<file path="src/rtl/baud_pkg.sv">
package baud_pkg;

    typedef enum logic [1:0] {
        RATIO_X4  = 2'd0,
        RATIO_X16 = 2'd1,
        RATIO_X64 = 2'd2
    } ratio_e;

    localparam int PRE_W = 6;

    typedef struct packed {
        logic sync_mode;
        logic hs_mode;
        logic wide_mode;
    } mode_t;

    function automatic ratio_e decode_ratio(input mode_t m);
        if (m.sync_mode)                 return RATIO_X4;
        else if (m.hs_mode && m.wide_mode) return RATIO_X4;
        else if (m.hs_mode || m.wide_mode) return RATIO_X16;
        else                             return RATIO_X64;
    endfunction

    function automatic logic [PRE_W-1:0] ratio_last(input ratio_e r);
        case (r)
            RATIO_X4:  return PRE_W'(3);
            RATIO_X16: return PRE_W'(15);
            default:   return PRE_W'(63);
        endcase
    endfunction

endpackage

</file>
<file path="src/rtl/baud_div_regs.sv">
module baud_div_regs #(
    parameter int REG_W = 8,
    localparam int DIV_W = 2 * REG_W
) (
    input  logic             clk,
    input  logic             rst,
    input  logic             wide_mode,
    input  logic             wr_lo,
    input  logic             wr_hi,
    input  logic [REG_W-1:0] wr_data,
    output logic [DIV_W-1:0] divisor,
    output logic [DIV_W-1:0] load_val,
    output logic             reload
);
    logic [REG_W-1:0] lo_q, hi_q, lo_n, hi_n;

    always_comb begin
        lo_n = wr_lo ? wr_data : lo_q;
        hi_n = wr_hi ? wr_data : hi_q;
    end

    always_ff @(posedge clk) begin
        if (rst) begin
            lo_q <= '0;
            hi_q <= '0;
        end else begin
            lo_q <= lo_n;
            hi_q <= hi_n;
        end
    end

    // effective divisor now, and the value in force after this edge's write
    assign divisor  = wide_mode ? {hi_q, lo_q} : {{REG_W{1'b0}}, lo_q};
    assign load_val = wide_mode ? {hi_n, lo_n} : {{REG_W{1'b0}}, lo_n};
    assign reload   = wr_lo | wr_hi;
endmodule

</file>
<file path="src/rtl/baud_div_counter.sv">
module baud_div_counter #(
    parameter int DIV_W = 16
) (
    input  logic             clk,
    input  logic             rst,
    input  logic             reload,
    input  logic [DIV_W-1:0] load_val,
    input  logic [DIV_W-1:0] divisor,
    output logic             os_tick
);
    logic [DIV_W-1:0] cnt_q;
    logic             expire;

    assign expire  = (cnt_q == '0);
    assign os_tick = expire & ~rst;

    always_ff @(posedge clk) begin
        if (rst)          cnt_q <= '0;
        else if (reload)  cnt_q <= load_val;
        else if (expire)  cnt_q <= divisor;
        else              cnt_q <= cnt_q - 1'b1;
    end
endmodule

</file>
<file path="src/rtl/baud_prescale.sv">
module baud_prescale
    import baud_pkg::*;
(
    input  logic   clk,
    input  logic   rst,
    input  logic   reload,
    input  ratio_e ratio,
    input  logic   os_tick,
    output logic   bit_tick
);
    logic [PRE_W-1:0] pre_q;
    logic             at_last;

    assign at_last  = (pre_q >= ratio_last(ratio));
    assign bit_tick = os_tick & at_last;

    always_ff @(posedge clk) begin
        if (rst)          pre_q <= '0;
        else if (reload)  pre_q <= '0;
        else if (os_tick) pre_q <= at_last ? '0 : pre_q + 1'b1;
    end
endmodule

</file>
<file path="src/rtl/baud_gen.sv">
module baud_gen
    import baud_pkg::*;
#(
    parameter int REG_W = 8,
    localparam int DIV_W = 2 * REG_W
) (
    input  logic             clk,
    input  logic             rst,
    input  logic             sync_mode,
    input  logic             hs_mode,
    input  logic             wide_mode,
    input  logic             wr_lo,
    input  logic             wr_hi,
    input  logic [REG_W-1:0] wr_data,
    output logic             os_tick,
    output logic             bit_tick
);
    logic [DIV_W-1:0] divisor, load_val;
    logic             reload;
    mode_t            mode;
    ratio_e           ratio;

    assign mode  = '{sync_mode: sync_mode, hs_mode: hs_mode, wide_mode: wide_mode};
    assign ratio = decode_ratio(mode);

    baud_div_regs #(.REG_W(REG_W)) u_regs (
        .clk(clk), .rst(rst), .wide_mode(wide_mode),
        .wr_lo(wr_lo), .wr_hi(wr_hi), .wr_data(wr_data),
        .divisor(divisor), .load_val(load_val), .reload(reload)
    );

    baud_div_counter #(.DIV_W(DIV_W)) u_div (
        .clk(clk), .rst(rst), .reload(reload),
        .load_val(load_val), .divisor(divisor), .os_tick(os_tick)
    );

    baud_prescale u_pre (
        .clk(clk), .rst(rst), .reload(reload),
        .ratio(ratio), .os_tick(os_tick), .bit_tick(bit_tick)
    );
endmodule

</file>
<file path="config.mk">
export PLATFORM = sky130hd
export DESIGN_NAME = baud_gen
export DESIGN_NICKNAME = d
export VERILOG_FILES = /design/src/rtl/baud_pkg.sv /design/src/rtl/baud_div_regs.sv /design/src/rtl/baud_div_counter.sv /design/src/rtl/baud_prescale.sv /design/src/rtl/baud_gen.sv
export SDC_FILE = /design/constraint.sdc
export NUM_CORES = 1
export LEC_CHECK = 0
export CAP_MARGIN = 20
export CELL_PAD_IN_SITES_DETAIL_PLACEMENT = 2
export CELL_PAD_IN_SITES_GLOBAL_PLACEMENT = 2
export CORE_MARGIN = 1
export CORE_UTILIZATION = 42
export DETAILED_ROUTE_END_ITERATION = 10
export DONT_BUFFER_PORTS = 1
export PLACE_DENSITY_LB_ADDON = 0.1
export RECOVER_POWER = 25
export SLEW_MARGIN = 20
export SYNTH_ARGS = -nofsm -noshare
export SYNTH_HDL_FRONTEND = slang
export SYNTH_SLANG_ARGS = --single-unit
</file>
<file path="constraint.sdc">
create_clock -name clk -period 3.15 [get_ports clk]
set_clock_uncertainty 0.15 [all_clocks]
set_input_delay 0.1575 -clock clk [delete_from_list [all_inputs] [get_ports clk]]
set_output_delay 0.1575 -clock clk [all_outputs]
set_load 0.01 [all_outputs]
</file>
==> out/metrics.json <==
{
  "power": {
    "power.share.clock": 0.375,
    "total_leakage_power_nw": 0.929,
    "ir_drop_mv": 0.259,
    "power_frac_comb": 0.236,
    "swShare": 0.306,
    "power.share.sequential": 0.389,
    "p_sw_uw": 433,
    "p_int_uw": 980,
    "pd_cells_nw_per_um2": 581,
    "post-layout-total-power_mw": 1.41
  },
  "synthesis": {
    "synth_xor_xnor_area_share": 0.0505,
    "synth_fa_ha_area_frac": 0.0481,
    "number_of_storage_elements_in_the_synthesis_netlist": 38,
    "netlist-cell-type-count": 47,
    "yosys.area_share.simple": 0.263,
    "combinational_family_with_the_most_area_after_synthesis": "simple AND/OR/NAND/NOR gates",
    "synthesis.yosys.warnings": 0,
    "post_synth_inst_count": 231,
    "synth_enable_flop_cells": 0,
    "ys_async_sr_fraction": 0,
    "synthesis.area_um2": 2080,
    "post_synth_mux_area_share": 0.0865,
    "syn_nets": 254,
    "synth_top_flop_cell": "dfxtp_1",
    "synth-compound-area-share": 0.152,
    "ys_seq_area_frac": 0.365,
    "syn_area_per_cell_um2": 9.01
  },
  "route": {
    "ant_nets": 0,
    "vias": 1876,
    "routedLengthMet1_um": 3190,
    "wl_met3_um": 288,
    "via_per_inst": 6.01,
    "finalWirelength_um": 7560,
    "highest-signal-layer": "met4",
    "number_of_drc_markers_in_iteration_0": 60,
    "post_drt_wl_per_cell_um": 24.2,
    "drt-pass1-iter-count": 4,
    "drc": 0,
    "detailroute.wirelength.met2_um": 3820
  },
  "layout": {
    "seq_area_um2": 761,
    "layout-drive-gt1-share": 0.0898,
    "layout.cells.most_common": "dfxtp_1",
    "layout_common_cells": "dfxtp_1 (38), nor2_1 (26)",
    "multi_input_area_um2": 1250,
    "num_antenna_cells": 0,
    "layoutNonFillerInstCount": 312,
    "syn2layout_area_growth_pct": 16.8,
    "final_nets": 267,
    "fillers": 508
  },
  "cts": {
    "cts_tree": "done",
    "htree_levels": 2,
    "clock_latency_ns": 0.30,
    "clkSlewWorstSetupHoldPaths_ns": 0.09,
    "root_buffer": "clkbuf_8",
    "tritoncts_buffers": 5,
    "max-clock-path-buffers": 2,
    "post_cts.repair.setup_buffers": 0,
    "clock_sink_count": 38
  },
  "worst_setup_path": {
    "critical-path-slowest-cell": "nor3_2",
    "timing.critical_path.to_type": "output port",
    "crit_fanout": 7,
    "crit_path_max_incr_delay_ns": 0.47,
    "crit_required_ns": 2.84,
    "worst-setup-path-type": "flop to output port",
    "worstPathCellList": "nor3_2, and4b_1, nand2_2, nor2_2, o21a_1",
    "critPathLaunchType": "flop",
    "arrival_ns": 2.26
  },
  "die": {
    "die_h_um": 72.4,
    "design.portCount": 17,
    "starting_utilization_of_the_core_area": 0.438,
    "number_of_placement_rows": 25,
    "core_region_area_um2": 4750,
    "die_width_um": 72.4,
    "dieArea_um2": 5240
  },
  "global_routing": {
    "grt-ovfl-total": 0,
    "grt_pass1_vias": 2102,
    "wire_length_of_the_first_global_routing_pass_um": 11800,
    "groute.usage.overall": 0.311,
    "grt_max_degree": 23,
    "antenna_violations_before_repair": 0
  },
  "sta": {
    "finalWorstPathRequiredPeriod_ns": 2.57,
    "setup_ws_ns": 0.580,
    "finalHoldWorstSlack_ns": 0.0178,
    "timing.slew.headroom": 0.357,
    "rsz0062_at_grt": "false",
    "finalSetupViolCount": 0,
    "timing.fmax_mhz": 389,
    "setup_total_negative_slack_ns": 0,
    "maxSlewViolCount": 0,
    "worst_pin_slew_ns": 0.961,
    "finalHoldViolations": 0,
    "timing.final.crit_share": 0.816
  },
  "placed_design": {
    "portBuffers": 0,
    "gpl.final_weighted_congestion": 0.805,
    "hpwl_um": 4600,
    "dpl.cell_count": 286,
    "dp_slack_ns": 0.902
  },
  "status": {
    "run_status": "finished, final reports clean"
  },
  "flow_run": {
    "maxCapViolations": 0
  },
  "worst_hold_path": {
    "worst_hold_path_type": "primary input to flop"
  }
}
==> metrics by stage <==
| stage | util | area (um^2) |
|---|---|---|
| global placement | 0.444 | 2110 |
| detailed placement | 0.444 | 2110 |
| global route | 0.512 | 2430 |
| finish | 0.512 | 2430 |
| floorplan | - | 2080 |
| CTS | 0.512 | 2430 |
==> flip-flops by register name (all words and copies together) (netlist names) <==
| signal | flops |
|---|---|
| u_regs.lo_q | 8 |
| u_regs.hi_q | 8 |
| u_pre.pre_q | 6 |
| u_div.cnt_q | 16 |
==> path summary, 6_finish.rpt <==
path                                             startpoint                          end  slack, ns  cells past startpoint
worst max-delay path              u_div.cnt_q[7]$_SDFF_PP0_                     bit_tick       0.58                      5
worst min-delay path                                    rst  u_pre.pre_q[2]$_SDFFE_PP0P_       0.02                      3
worst max register to register    u_div.cnt_q[2]$_SDFF_PP0_    u_div.cnt_q[7]$_SDFF_PP0_       0.77                      5
worst min register to register  u_pre.pre_q[1]$_SDFFE_PP0P_  u_pre.pre_q[1]$_SDFFE_PP0P_       0.35                      2
==> cell usage after synthesis, types with 3 or more instances <==
library cell,number,area share
dfxtp_1,38,0.37
nor2_1,26,0.047
a21oi_1,18,0.043
mux2i_1,18,0.087
nand2_1,18,0.032
xnor2_1,10,0.042
clkbuf_1,8,0.014
ha_1,8,0.048
nand3_1,8,0.019
nor3_1,7,0.017
o21ai_1,6,0.014
a32oi_1,5,0.021
nand2b_1,5,0.015
inv_1,4,0.0072
o2bb2ai_1,4,0.017
a22oi_1,3,0.011
buf_2,3,0.0072
nand4_1,3,0.0090
nor2b_1,3,0.0090
==> repair_timing <==
action | CTS | global route
hold endpoints to repair | 33 | 0
gates resized for setup | 0 | 0
hold buffers | 18 | 0
==> cell type report <==
class,count,area share
multi-input cells,177,0.514
flip-flops and latches,38,0.313
repair buffers,18,0.0741
well taps,67,0.0345
clock buffers,6,0.0340
clock inverters,2,0.0247
inverters,4,0.00617
==> metal layers <==
metal / global-route usage / vias to the layer above
met5: 0 / -
met4: 0.135 / 0
met3: 0.0500 / 18
met2: 0.553 / 46
met1: 0.367 / 946
li1: - / 866
==> kinds of logic after synthesis <==
group / Yosys count
mux: 18
buf+inv: 16
flops: 38
fa+ha+maj: 8
xor+xnor: 12
compound gates: 49
simple gates: 90
==> power by group through the flow <==
stage | clock network, mW | logic, mW | registers (mW)
finish | 0.530 | 0.334 | 0.549
global route | 0.547 | 0.360 | 0.553
CTS | 0.524 | 0.318 | 0.547
detailed placement | 0 | 0.277 | 0.557
global placement | 0 | 0.263 | 0.555
floorplan | 0 | 0.236 | 0.546
==> worst max-delay path, delay by kind of cell, from the launching register on <==
| kind | cells | cell delay [ns] |
|---|---|---|
| AOI/OAI and AO/OA | 1 | 0.20 |
| DFF | 1 | 0.38 |
| and+or+nand+nor | 4 | 1.37 |
(Power assumes the default switching activity.)
